[config.mk]
export PLATFORM = sky130hd
export DESIGN_NAME = stack_seq
export DESIGN_NICKNAME = d
export VERILOG_FILES = /design/src/rtl/stack_seq_pkg.sv /design/src/rtl/stack_seq_ctrl.sv /design/src/rtl/stack_seq_dp.sv /design/src/rtl/stack_seq.sv
export SDC_FILE = /design/constraint.sdc
export NUM_CORES = 1
export LEC_CHECK = 0
export ABC_AREA = 1
export BUFFER_PORTS_ARGS = -buffer_cell sky130_fd_sc_hd__buf_2
export CORE_AREA = 10 10 171 173
export CTS_BUF_LIST = sky130_fd_sc_hd__clkbuf_4 sky130_fd_sc_hd__clkbuf_8
export DETAILED_ROUTE_END_ITERATION = 16
export DIE_AREA = 0 0 181 183
export PLACE_DENSITY = 0.87
export SLEW_MARGIN = 20
export SYNTH_ARGS = -nofsm -noshare
export SYNTH_HDL_FRONTEND = slang
export SYNTH_HIERARCHICAL = 1
export SYNTH_SLANG_ARGS = --single-unit
[constraint.sdc]
create_clock -name clk -period 7.7 [get_ports clk]
set_input_delay 1.54 -clock clk [delete_from_list [all_inputs] [get_ports clk]]
set_output_delay 1.54 -clock clk [all_outputs]
set_load 0.05 [all_outputs]
[src/rtl/stack_seq_pkg.sv]
package stack_seq_pkg;
  localparam int MAX_REGS = 8;
  localparam int STEP_W   = $clog2(2 * MAX_REGS);

  typedef enum logic [2:0] {
    CMD_NONE     = 3'd0,
    CMD_PUSH     = 3'd1,
    CMD_POP      = 3'd2,
    CMD_PUSH_ALL = 3'd3,
    CMD_POP_ALL  = 3'd4
  } stackCmd_e;

  typedef enum logic [2:0] {
    ST_IDLE, ST_WRITE, ST_READ, ST_DRAIN, ST_FIN
  } seqState_e;

  // strobes from control to datapath
  typedef struct packed {
    logic              load;
    logic              wrAct;
    logic              rdAct;
    logic [STEP_W-1:0] stepIdx;
  } seqStrobe_t;
endpackage

[src/rtl/stack_seq_ctrl.sv]
module stack_seq_ctrl
  import stack_seq_pkg::*;
#(
  parameter int REG_COUNT = MAX_REGS
) (
  input  logic       clk,
  input  logic       rstN,
  input  logic       cmdValid,
  input  logic [2:0] cmdCode,
  input  logic       dstIsCode,
  output seqStrobe_t strobe,
  output logic       busy,
  output logic       done,
  output logic       illegal
);
  localparam logic [STEP_W-1:0] LAST_ONE = STEP_W'(1);
  localparam logic [STEP_W-1:0] LAST_ALL = STEP_W'(2 * REG_COUNT - 1);

  seqState_e         stateQ;
  logic [STEP_W-1:0] stepQ;
  logic [STEP_W-1:0] lastQ;
  logic              illQ;
  logic              accept;

  always_comb begin
    accept = 1'b0;
    if (stateQ == ST_IDLE && cmdValid) begin
      accept = (cmdCode == CMD_PUSH) || (cmdCode == CMD_POP) ||
               (cmdCode == CMD_PUSH_ALL) || (cmdCode == CMD_POP_ALL);
    end
  end

  always_ff @(posedge clk) begin
    if (!rstN) begin
      stateQ <= ST_IDLE;
      stepQ  <= '0;
      lastQ  <= '0;
      illQ   <= 1'b0;
    end else begin
      case (stateQ)
        ST_IDLE: begin
          if (accept) begin
            stepQ <= '0;
            illQ  <= 1'b0;
            case (cmdCode)
              CMD_PUSH: begin
                stateQ <= ST_WRITE;
                lastQ  <= LAST_ONE;
              end
              CMD_PUSH_ALL: begin
                stateQ <= ST_WRITE;
                lastQ  <= LAST_ALL;
              end
              CMD_POP: begin
                if (dstIsCode) begin
                  stateQ <= ST_FIN;
                  illQ   <= 1'b1;
                end else begin
                  stateQ <= ST_READ;
                  lastQ  <= LAST_ONE;
                end
              end
              default: begin
                stateQ <= ST_READ;
                lastQ  <= LAST_ALL;
              end
            endcase
          end
        end
        ST_WRITE: begin
          if (stepQ == lastQ) stateQ <= ST_FIN;
          else                stepQ  <= stepQ + 1'b1;
        end
        ST_READ: begin
          if (stepQ == lastQ) stateQ <= ST_DRAIN;
          else                stepQ  <= stepQ + 1'b1;
        end
        ST_DRAIN: stateQ <= ST_FIN;
        default:  stateQ <= ST_IDLE;
      endcase
    end
  end

  always_comb begin
    strobe.load    = accept;
    strobe.wrAct   = (stateQ == ST_WRITE);
    strobe.rdAct   = (stateQ == ST_READ);
    strobe.stepIdx = stepQ;
  end

  assign busy    = (stateQ != ST_IDLE);
  assign done    = (stateQ == ST_FIN);
  assign illegal = done && illQ;

  // completion is a single pulse that closes the busy window
  a_r8_done_single: assert property (@(posedge clk) disable iff (!rstN)
    done |=> (!done && !busy));

  // a request seen while busy does not restart the sequence
  a_r9_no_restart: assert property (@(posedge clk) disable iff (!rstN)
    (busy && !done) |=> busy);

  // a refused restore completes with no access
  a_r7_refuse_done: assert property (@(posedge clk) disable iff (!rstN)
    illegal |-> (done && !strobe.wrAct && !strobe.rdAct));
endmodule

[src/rtl/stack_seq_dp.sv]
module stack_seq_dp
  import stack_seq_pkg::*;
#(
  parameter int DATA_W    = 16,
  parameter int SEG_SHIFT = 4,
  parameter int REG_COUNT = MAX_REGS,
  parameter int SP_SLOT   = 4
) (
  input  logic                          clk,
  input  logic                          rstN,
  input  seqStrobe_t                    strobe,
  input  logic [2:0]                    cmdCode,
  input  logic [DATA_W-1:0]             cmdWord,
  input  logic [DATA_W-1:0]             segIn,
  input  logic [DATA_W-1:0]             ptrIn,
  input  logic [REG_COUNT*DATA_W-1:0]   regsIn,
  input  logic [DATA_W/2-1:0]           memRdData,
  output logic [DATA_W+SEG_SHIFT-1:0]   memAddr,
  output logic [DATA_W/2-1:0]           memWrData,
  output logic                          memWrEn,
  output logic                          memRdEn,
  output logic [DATA_W-1:0]             ptrOut,
  output logic [DATA_W-1:0]             popWord,
  output logic [REG_COUNT*DATA_W-1:0]   popSetOut
);
  localparam int BYTE_W = DATA_W / 2;
  localparam int ADDR_W = DATA_W + SEG_SHIFT;
  localparam int WIDX_W = STEP_W - 1;

  logic [DATA_W-1:0]                  segQ, ptrQ, origQ, singleQ, popWordQ;
  logic                               allQ;
  logic [REG_COUNT-1:0][DATA_W-1:0]   pushSetQ;
  logic [REG_COUNT-1:0][DATA_W-1:0]   popSetQ;
  logic [BYTE_W-1:0]                  lowQ;
  logic                               rdPendQ;
  logic [STEP_W-1:0]                  pendIdxQ;

  logic [WIDX_W-1:0]                  wrWord;
  logic [WIDX_W-1:0]                  rdSlot;
  logic [DATA_W-1:0]                  srcWord;
  logic [DATA_W-1:0]                  offset;
  logic [DATA_W-1:0]                  joinWord;
  logic                               wordReady;

  // latch command operands and walk the pointer
  always_ff @(posedge clk) begin
    if (!rstN) begin
      segQ     <= '0;
      ptrQ     <= '0;
      origQ    <= '0;
      singleQ  <= '0;
      allQ     <= 1'b0;
      pushSetQ <= '0;
    end else if (strobe.load) begin
      segQ     <= segIn;
      ptrQ     <= ptrIn;
      origQ    <= ptrIn;
      singleQ  <= cmdWord;
      allQ     <= (cmdCode == CMD_PUSH_ALL) || (cmdCode == CMD_POP_ALL);
      pushSetQ <= regsIn;
    end else if (strobe.wrAct) begin
      ptrQ <= ptrQ - 1'b1;
    end else if (strobe.rdAct) begin
      ptrQ <= ptrQ + 1'b1;
    end
  end

  // write byte selection
  always_comb begin
    wrWord = strobe.stepIdx[STEP_W-1:1];
    if (!allQ)                             srcWord = singleQ;
    else if (wrWord == WIDX_W'(SP_SLOT))   srcWord = origQ;
    else                                   srcWord = pushSetQ[wrWord];
    memWrData = strobe.stepIdx[0] ? srcWord[BYTE_W-1:0] : srcWord[DATA_W-1:BYTE_W];
  end

  // address: stores use pointer-1, restores use pointer
  always_comb begin
    offset  = strobe.wrAct ? (ptrQ - 1'b1) : ptrQ;
    memAddr = {segQ, {SEG_SHIFT{1'b0}}} + {{SEG_SHIFT{1'b0}}, offset};
  end

  assign memWrEn = strobe.wrAct;
  assign memRdEn = strobe.rdAct;

  // read capture, one cycle behind the address
  always_ff @(posedge clk) begin
    if (!rstN) begin
      rdPendQ  <= 1'b0;
      pendIdxQ <= '0;
      lowQ     <= '0;
      popWordQ <= '0;
    end else begin
      rdPendQ  <= strobe.rdAct;
      pendIdxQ <= strobe.stepIdx;
      if (rdPendQ && !pendIdxQ[0]) lowQ <= memRdData;
      if (wordReady)               popWordQ <= joinWord;
    end
  end

  always_comb begin
    wordReady = rdPendQ && pendIdxQ[0];
    joinWord  = {memRdData, lowQ};
    rdSlot    = WIDX_W'(REG_COUNT - 1) - pendIdxQ[STEP_W-1:1];
  end

  // one restore register per slot; the pointer slot stays empty
  for (genvar s = 0; s < REG_COUNT; s++) begin : g_slot
    if (s == SP_SLOT) begin : g_drop
      assign popSetQ[s] = '0;
    end else begin : g_keep
      logic [DATA_W-1:0] slotQ;
      always_ff @(posedge clk) begin
        if (!rstN)                                        slotQ <= '0;
        else if (wordReady && allQ && rdSlot == WIDX_W'(s)) slotQ <= joinWord;
      end
      assign popSetQ[s] = slotQ;
    end
  end

  assign ptrOut    = ptrQ;
  assign popWord   = popWordQ;
  assign popSetOut = popSetQ;

  // every write moves the pointer down by one byte
  a_r3_write_step: assert property (@(posedge clk) disable iff (!rstN)
    strobe.wrAct |=> (ptrQ == DATA_W'($past(ptrQ) - 1'b1)));

  // every read moves the pointer up by one byte
  a_r3_read_step: assert property (@(posedge clk) disable iff (!rstN)
    strobe.rdAct |=> (ptrQ == DATA_W'($past(ptrQ) + 1'b1)));

  // each read address is followed by a capture cycle
  a_r2_capture_follows: assert property (@(posedge clk) disable iff (!rstN)
    strobe.rdAct |=> rdPendQ);
endmodule

[src/rtl/stack_seq.sv]
module stack_seq
  import stack_seq_pkg::*;
#(
  parameter int DATA_W    = 16,
  parameter int SEG_SHIFT = 4,
  parameter int REG_COUNT = MAX_REGS,
  parameter int SP_SLOT   = 4
) (
  input  logic                          clk,
  input  logic                          rstN,
  input  logic                          cmdValid,
  input  logic [2:0]                    cmdCode,
  input  logic                          dstIsCode,
  input  logic [DATA_W-1:0]             cmdWord,
  input  logic [DATA_W-1:0]             segIn,
  input  logic [DATA_W-1:0]             ptrIn,
  input  logic [REG_COUNT*DATA_W-1:0]   regsIn,
  output logic [DATA_W+SEG_SHIFT-1:0]   memAddr,
  output logic [DATA_W/2-1:0]           memWrData,
  output logic                          memWrEn,
  output logic                          memRdEn,
  input  logic [DATA_W/2-1:0]           memRdData,
  output logic [DATA_W-1:0]             ptrOut,
  output logic [DATA_W-1:0]             popWord,
  output logic [REG_COUNT*DATA_W-1:0]   popSetOut,
  output logic                          busy,
  output logic                          done,
  output logic                          illegal
);
  seqStrobe_t strobe;

  stack_seq_ctrl #(.REG_COUNT(REG_COUNT)) ctrl_i (
    .clk(clk), .rstN(rstN), .cmdValid(cmdValid), .cmdCode(cmdCode),
    .dstIsCode(dstIsCode), .strobe(strobe), .busy(busy), .done(done),
    .illegal(illegal)
  );

  stack_seq_dp #(
    .DATA_W(DATA_W), .SEG_SHIFT(SEG_SHIFT), .REG_COUNT(REG_COUNT), .SP_SLOT(SP_SLOT)
  ) dp_i (
    .clk(clk), .rstN(rstN), .strobe(strobe), .cmdCode(cmdCode), .cmdWord(cmdWord),
    .segIn(segIn), .ptrIn(ptrIn), .regsIn(regsIn), .memRdData(memRdData),
    .memAddr(memAddr), .memWrData(memWrData), .memWrEn(memWrEn), .memRdEn(memRdEn),
    .ptrOut(ptrOut), .popWord(popWord), .popSetOut(popSetOut)
  );

  // one byte access per clock at most
  a_r1_single_access: assert property (@(posedge clk) disable iff (!rstN)
    $onehot0({memWrEn, memRdEn}));

  // no memory traffic outside a sequence
  a_r9_idle_quiet: assert property (@(posedge clk) disable iff (!rstN)
    !busy |-> (!memWrEn && !memRdEn));
endmodule

* After elaboration in Yosys (flattened, before gate mapping)
Index checks and enable logic that the tools add are counted.
** Storage, ports and cells
- Bits in registers :: 346
- Input bits :: 191
- Output and inout port bits :: 193
- Word-level logic and storage cells :: 106
** Operators by class
- Add/sub/neg operators :: 5
- Magnitude comparators :: 1
- Equal/unequal tests :: 21
- Muxes and demuxes :: 23
- Reduce and logical (&&, ||, !) cells :: 28
** Operator list (number)
- 16-bit two-way mux :: 7
- 16-bit binary-select mux with 3-bit select :: 1
- 20-bit by 16-bit adder with 20-bit output :: 1
- 3-bit by 2-bit equality test with 1-bit output (second input constant) :: 6
- 3-bit equality test (second input constant) :: 6
- 16-bit by 1-bit adder with 16-bit output (second input constant) :: 1
- 4-bit case mux with 2 select lines :: 2
- 16-bit by 1-bit subtractor with 16-bit output (second input constant) :: 1
- 1-bit logical AND :: 12
- 3-bit two-way mux :: 4
- 4-bit two-way mux :: 3
- 3-bit case mux with 4 select lines :: 1
- 3-bit by 1-bit equality test with 1-bit output (second input constant) :: 3
- 3-bit AND reduction :: 3
- 8-bit two-way mux :: 1
- 3-bit zero test :: 2
- 2-bit by 1-bit != test with 1-bit output (second input constant) :: 3
- 3-bit case mux with 2 select lines :: 1
- 3-bit nonzero test :: 2
- 4-bit by 1-bit adder with 4-bit output (second input constant) :: 1
- 4-bit equality test :: 1
- 1-bit logical OR :: 4
- 3-bit by 4-bit less-than comparator with 1-bit output (second input constant) :: 1
- 2-bit != test (second input constant) :: 2
- other kinds (6) :: 9

* Depth between registers and ports, before layout
Gate-level depths: netlist of run 1.
- Depth after elaboration :: 7
- Depth in mapped cells :: 18
- Gate-level depth less buffers :: 18

* Hierarchy
The synthesis of run 1 kept the hierarchy.
** By module, submodules not included
- stack_seq_dp :: times used 1, cells an instance 2057, area an instance 14353.8 µm²
- stack_seq_ctrl :: times used 1, cells an instance 93, area an instance 630.6 µm²

* Worst setup path before layout of run 1
Ideal clock, no wire load.
- Path kind :: reg-to-output
- Start :: register dp_i.ptrQ[0], in the netlist dp_i/ptrOut[0]
- End :: output port memAddr[16]
- Data arrival time :: 3.435 ns
- Required time :: 6.160 ns
- Path slack :: 2.725 ns
- Cell stages (with the launch flop) :: 14
- Path buffers :: 0
- Path through :: dfxtp_1 inv_1 ha_1 nand3_1 a21oi_1 o21ai_0 o21ai_0 ha_1 fa_1 a21oi_1 o21ai_0 nand3_1 nand4_1 xor2_1
** Between the ends
- Cells in the longest elaborated chain, start to end :: 3
** Ends and longest elaborated chain
- start: declaration :: RTL line stack_seq_dp.sv:30 : logic [DATA_W-1:0] segQ, ptrQ, origQ, singleQ, popWordQ;
- start signal: assignment :: RTL line stack_seq_dp.sv:56 : ptrQ <= ptrIn;
- start signal: assignment :: RTL line stack_seq_dp.sv:62 : ptrQ <= ptrQ - 1'b1;
- start signal: assignment :: RTL line stack_seq_dp.sv:64 : ptrQ <= ptrQ + 1'b1;
- 16-bit by 1-bit subtractor with 16-bit output :: RTL line stack_seq_dp.sv:79 : offset = strobe.wrAct ? (ptrQ - 1'b1) : ptrQ;
- 16-bit two-way mux * :: RTL line stack_seq_dp.sv:79
- 20-bit by 16-bit adder with 20-bit output * :: RTL line stack_seq_dp.sv:80 : memAddr = {segQ, {SEG_SHIFT{1'b0}}} + {{SEG_SHIFT{1'b0}}, offset};
- end: declaration :: RTL line stack_seq.sv:18 : output logic [DATA_W+SEG_SHIFT-1:0] memAddr,
Every way passes the cells marked *; elsewhere a longest branch is shown, timed or not.

* Final worst setup path of run 1
- Start :: register ctrl_i.stateQ[1]
- End :: output port memAddr[12]
** Between the ends
- Cells in the longest elaborated chain, start to end :: 3
** Ends and longest elaborated chain
- start: declaration :: RTL line stack_seq_ctrl.sv:19 : seqState_e stateQ;
- start signal: assignment :: RTL line stack_seq_ctrl.sv:35 : stateQ <= ST_IDLE;
- start signal: assignment :: RTL line stack_seq_ctrl.sv:47 : stateQ <= ST_WRITE;
- start signal: assignment :: RTL line stack_seq_ctrl.sv:51 : stateQ <= ST_WRITE;
- 3-bit by 1-bit equality test with 1-bit output :: RTL line stack_seq_ctrl.sv:86 : strobe.wrAct = (stateQ == ST_WRITE);
- 16-bit two-way mux :: RTL line stack_seq_dp.sv:79
- 20-bit by 16-bit adder with 20-bit output :: RTL line stack_seq_dp.sv:80
Every way passes these cells.

==> flow_metrics.tcl, run 1 <==
set metrics [dict create \
    slew_violations 0 \
    antenna_found_initial 5 \
    via_per_inst 5.66 \
    synth_area_leaders "dfxtp_1 (44%), nor2_1 (16%), o21ai_0 (13%)" \
    yosys.area.top_type "dfxtp_1" \
    netlist-cell-type-count 43 \
    ys_seq_elements 328 \
    skew_ns 0.0138 \
    clock-root-buffer "clkbuf_8" \
    die_h_um 183 \
    timing.setup.tns_ns 0 \
    p_leak_nw 8.88 \
    cts.sinks 328 \
    grt_usage_pct 28.4 \
    start_util_pct 58.2 \
    totalWireLength_mm 50.2 \
    synth_area_um2 15000 \
    setup_ws_ns 2.19 \
    final_core_util_pct 68.5 \
    avgSynthCellArea_um2 6.97 \
    ios 384 \
    cp-end-kind "output pin" \
    cts_tree "built" \
    grt_pass1_vias 15072 \
    drtIter0Drc 1903 \
    min_path_type "reg -> reg" \
    grt-ovfl-total 0 \
    grt_max_degree 137 \
    place_ws_ns 2.89 \
    grt_pass1_wl_mm 78.6 \
    critPathRequiredTime_ns 6.16 \
    cts_resized 0 \
    path_delay_family "buffers and inverters" \
    dp_hpwl_mm 35.6 \
    nets 2621 \
    syn_to_final_growth_pct 17.8 \
    clock_path_buffers 3 \
    crit_chain "inv_1 > nand3_1 > inv_1 > inv_1 > a21oi_1 > o21ai_0 > o21ai_0 > ha_1 > fa_1 > a21oi_1 > o21ai_0 > a21oi_1 > xnor2_1 > buf_2" \
    power.total_w 0.00519 \
    max_slew_margin_pct 34.8 \
    max_freq_ghz 0.181 \
    rows 59 \
    core_um2 25800 \
    cp_slowest_stage_delay_ns 0.50 \
    first_pass_iters 6 \
    cp_data_arrival_time_ns 3.97 \
    clk_pin_slew_ns 0.06 \
    path_buf_inv 4 \
    yosysSeqAreaShare_pct 43.8 \
    path_max_fanout 15 \
    critPathLaunchType "flop" \
    cts_made_buffers 52 \
    drtAntennaViolNets 0 \
    rsz0062_at_grt "false" \
    ir_drop_mv 0.177 \
    vias 15792 \
    powerDensity_nw_per_um2 294 \
    cp_slowest_cell "fa_1" \
    gp_congestion 0.947 \
    dieWidth_um 181 \
    maxCapViolCount 0 \
    drt-wirelength-per-cell_um 18.0 \
    finalHoldViolCount 0 \
    port_buffers 351 \
    dp.cells 2693 \
    worstSetupPathType "reg -> out" \
    synthCells 2150 \
    drc 0 \
    setup_viol 0 \
    final_cells 2788 \
    ctsHoldBuffers 0 \
    worst_pin_slew_ns 0.978 \
    fin_crit_sh_pct 71.6 \
    drive_gt1_share_pct 20.3 \
    htree_levels 2 \
    netlist.area_leader.share_pct 43.8 \
    die_area_um2 33100 \
    final.min_clock_period_ns 5.51 \
    cts_setup_buffers 0 \
    clk_latency_ns 0.58 \
    status "completed" \
    synth-warning-count 6 \
]
## cells in the final DEF, fill, tap and decap left out, types with 10 or more instances in the layout
cell,count
dfxtp_1,328
nor2_2,12
nand3_1,57
xor2_1,13
o21ai_1,21
buf_2,350
conb_1,16
o21ai_0,385
clkbuf_4,14
ha_1,16
o211ai_1,32
nand2_1,214
clkbuf_8,63
buf_4,10
a21oi_1,118
inv_1,91
nor2_1,624
## final timing paths
path,start,end,slack (ns),depth (start not counted)
max,ctrl_i/stateQ[1]$_SDFFE_PN0P_,memAddr[12],2.19,14
min,dp_i/pushSetQ[5]$_SDFFE_PN0P_,dp_i/pushSetQ[5]$_SDFFE_PN0P_,0.46,2
max reg2reg,ctrl_i/stateQ[0]$_SDFFE_PN0P_,dp_i/ptrOut[0]$_SDFFE_PN0P_,4.74,11
min reg2reg,dp_i/pushSetQ[5]$_SDFFE_PN0P_,dp_i/pushSetQ[5]$_SDFFE_PN0P_,0.46,2
## logic make-up after synthesis
family / after synthesis / synth area share [%]
xor+xnor: 18 / 1.05
simple gates: 940 / 25.4
other cells: 1 / 0.0250
flops: 328 / 43.8
fa+ha+maj: 17 / 1.47
compound gates: 575 / 20.0
buf+inv: 271 / 8.21
## cell type report
type / count / area (um2)
diodes: 3 / 7.51
clock buffers: 77 / 972
clock inverters: 14 / 183
fillers: 2192 / 8110
inverters: 103 / 399
multi-input cells: 1566 / 7240
flip-flops and latches: 328 / 6570
well taps: 335 / 419
repair buffers: 362 / 1870
## synthesized netlist by cell type (all sizes together)
cell,count
xor2,13
conb,1
nor2,644
o22ai,1
inv,102
a31oi,8
o21bai,1
a21o,3
clkbuf,93
buf,75
and2,1
a21oi,118
o21ai,408
xnor2,5
fa,1
dfxtp,328
nand4,8
o211a,1
a21boi,1
ha,16
clkinv,1
nand2,218
or2,1
o211ai,32
nand3,58
nor3,10
o31ai,2
## worst min-delay path, cell delays in order, from the launching register on
cell and delay [ns]:
dfxtp_1 0.30, inv_1 0.06, a21oi_1 0.06
## through the flow
stage	cell area (um2)	hold slack, ns
2_1_floorplan	15000	0.434
3_3_place_gp	16500	0.445
3_5_place_dp	16500	0.448
4_1_cts	17600	0.456
5_1_grt	17700	0.479
6_report	17700	0.459
## flip-flops by register name, summed over array words and instances (netlist names)
signal                    cells
dp_i/g_slot.g_keep.slotQ    112
dp_i/pushSetQ               112
dp_i/origQ                   16
dp_i/popWord                 16
dp_i/ptrOut                  16
dp_i/segQ                    16
dp_i/singleQ                 16
dp_i/lowQ                     8
ctrl_i/stepQ                  4
dp_i/pendIdxQ                 4
ctrl_i/stateQ                 3
ctrl_i/lastQ                  2
ctrl_i/illQ                   1
dp_i/allQ                     1
dp_i/rdPendQ                  1
## where the power goes
| group | switching (W) | internal, W | total, W |
|---|---|---|---|
| registers | 0.000167 | 0.00186 | 0.00203 |
| clock network | 0.000685 | 0.000944 | 0.00163 |
| logic | 0.00113 | 0.000401 | 0.00153 |
| total | 0.00199 | 0.00321 | 0.00519 |
## layer usage
metal / global-route usage, % / up-vias / part of all wire (%)
met5: 0 / - / 0.040
met1: 33.8 / 7243 / 38
met2: 46.6 / 897 / 46
li1: - / 7493 / -
met3: 6.97 / 155 / 11
met4: 15.3 / 4 / 4.9
No activity file was read; power rests on OpenSTA's default activity.
==> inputs of run 2 (changes only) <==
CORE_AREA = 10 10 177 179   (was 10 10 171 173)
DIE_AREA = 0 0 187 189   (was 0 0 181 183)
PLACE_DENSITY = 0.81   (was 0.87)
clock period = 5.4 ns   (was 7.7 ns; I/O delays follow)
==> flow_metrics.tcl, run 2 (synthesis gave the netlist of run 1 again) <==
set metrics [dict create \
    hold_end "dp_i/pushSetQ[15]$_SDFFE_PN0P_" \
    slew_violations 0 \
    path_common_cell "o21ai_0" \
    p_leak_nw 8.83 \
    min_path_type "reg -> reg" \
    top_regs "dp_i/g_slot.g_keep.slotQ x112, dp_i/pushSetQ x112" \
    cp-end-kind "output pin" \
    skew_ns 0.0277 \
    drtIter0Drc 1571 \
    fin_crit_sh_pct 92.5 \
    regArea_um2 6570 \
    switching_power_w 0.00282 \
    reg2reg_slack_ns 2.47 \
    core_um2 27600 \
    drc 0 \
    clk_latency_ns 0.58 \
    via_per_inst 5.51 \
    setup_viol 0 \
    min_from "dp_i/pushSetQ[15]$_SDFFE_PN0P_" \
    cp_slowest_cell "dfxtp_1" \
    timing.setup.tns_ns 0 \
    path_buf_inv 2 \
    rows 61 \
    combPwrFrac_pct 30.3 \
    dp_hpwl_mm 36.5 \
    post-route-cell-area_um2 17600 \
    grt-ovfl-total 0 \
    p_clk_share_pct 29.7 \
    drtAntennaViolNets 0 \
    path_delay_family "compound AO/OA/AOI/OAI gates" \
    first_pass_iters 6 \
    r2r-start "ctrl_i/stateQ[1]$_SDFFE_PN0P_" \
    htree_levels 2 \
    syn_to_final_growth_pct 17.5 \
    status "completed" \
    max_freq_ghz 0.200 \
    cts_resized 0 \
    port_buffers 351 \
    multi_input_comb_area_um2 7240 \
    finalHoldViolCount 0 \
    cts.sinks 328 \
    ctsHoldBuffers 0 \
    nets 2622 \
    crit_chain "inv_1 > ha_1 > nand3_1 > nor2_1 > o21ai_0 > o21ai_0 > ha_1 > a21oi_1 > o21ai_0 > nand3_1 > nand4_1 > xor2_1 > buf_2" \
    totalWireLength_mm 50.7 \
    final_cell_mix "nor2_1 (624), o21ai_0 (385), buf_2 (350)" \
    final_common_cell "nor2_1" \
    die_area_um2 35300 \
    cp_slowest_stage_delay_ns 0.47 \
    vias 15558 \
    cts_setup_buffers 0 \
    final.min_clock_period_ns 4.99 \
    clock-root-buffer "clkbuf_8" \
    worstSetupPathType "reg -> out" \
    p_sw_share_pct 38.8 \
    final_cells 2825 \
    clock_path_buffers 3 \
    grt_usage_pct 27.1 \
    path_max_fanout 6 \
    worst_pin_slew_ns 1.07 \
    cp_data_arrival_time_ns 3.91 \
    critPathRequiredTime_ns 4.32 \
    critPathLaunchType "flop" \
    intPower_w 0.00444 \
    start_util_pct 54.2 \
    worst_r2r_endpoint "dp_i/ptrOut[1]$_SDFFE_PN0P_" \
    clk_pin_slew_ns 0.06 \
    ios 384 \
    rsz0062_at_grt "false" \
    min_path_cells 2 \
    max_slew_margin_pct 28.3 \
    cts_tree "built" \
    drt-wirelength-per-cell_um 17.9 \
    drive_gt1_share_pct 20.2 \
    antenna_found_initial 1 \
    rr_worst_depth 8 \
    grt_pass1_vias 14719 \
    seqPwrFrac_pct 40.0 \
    grt_pass1_wl_mm 79.1 \
    gp_congestion 0.964 \
    dp.cells 2739 \
    maxCapViolCount 0 \
    dieWidth_um 187 \
    cts_made_buffers 51 \
    grt_max_degree 146 \
    ir_drop_mv 0.255 \
    die_h_um 189 \
    placed_cell_area_um2 16600 \
    fill_cells 2510 \
    powerDensity_nw_per_um2 412 \
]
==> run 2: worst max path at each step <==
stage,from,end,cells after the start
5_1_grt,dp_i/ptrOut[0]$_SDFFE_PN0P_,memAddr[16],13
2_1_floorplan,dp_i/ptrOut[0]$_SDFFE_PN0P_,memAddr[16],13
6_report,dp_i/ptrOut[0]$_SDFFE_PN0P_,memAddr[16],13
4_1_cts,dp_i/ptrOut[0]$_SDFFE_PN0P_,memAddr[16],13
3_5_place_dp,dp_i/ptrOut[0]$_SDFFE_PN0P_,memAddr[16],13
3_3_place_gp,dp_i/ptrOut[0]$_SDFFE_PN0P_,memAddr[16],13
==> run 2: routing by layer <==
metal  routed length (um)  global-route usage [%]  vias to the layer above
met5                    0                       0                        -
met4                 2180                    12.5                        0
met3                 4390                    6.14                      136
met2                23600                    44.9                      776
met1                20500                    32.9                     7132
li1                     -                       -                     7514
==> run 2: tightest hold or removal path: stages (launching register included) <==
cell     delay, ns
dfxtp_1       0.29
inv_1         0.06
a21oi_1       0.06
==> run 2: metrics by stage <==
step | power [W] | util (%) | setup slack (ns) | hold slack [ns]
finish | 0.00725 | 63.7 | 0.406 | 0.461
global route | 0.00762 | 63.7 | 0.131 | 0.477
CTS | 0.00725 | 63.7 | 0.415 | 0.464
detailed placement | 0.00510 | 59.9 | 1.02 | 0.454
global placement | 0.00508 | 59.9 | 1.08 | 0.447
floorplan | 0.00453 | - | 0.885 | 0.434
==> run 2: power groups by stage <==
stage          Combinational [W]  Sequential [W]  Clock (W)
2_1_floorplan            0.00158         0.00295          0
5_1_grt                  0.00239         0.00292    0.00230
3_5_place_dp             0.00216         0.00294          0
6_report                 0.00220         0.00290    0.00215
4_1_cts                  0.00218         0.00289    0.00219
3_3_place_gp             0.00215         0.00293          0
==> run 2: cell type report <==
type / instances / share of cell area (%)
repair buffers: 364 / 10.6
diodes: 1 / 0.0142
clock inverters: 4 / 0.313
inverters: 103 / 2.27
well taps: 378 / 2.69
multi-input cells: 1566 / 41.1
clock buffers: 81 / 5.66
flip-flops and latches: 328 / 37.3
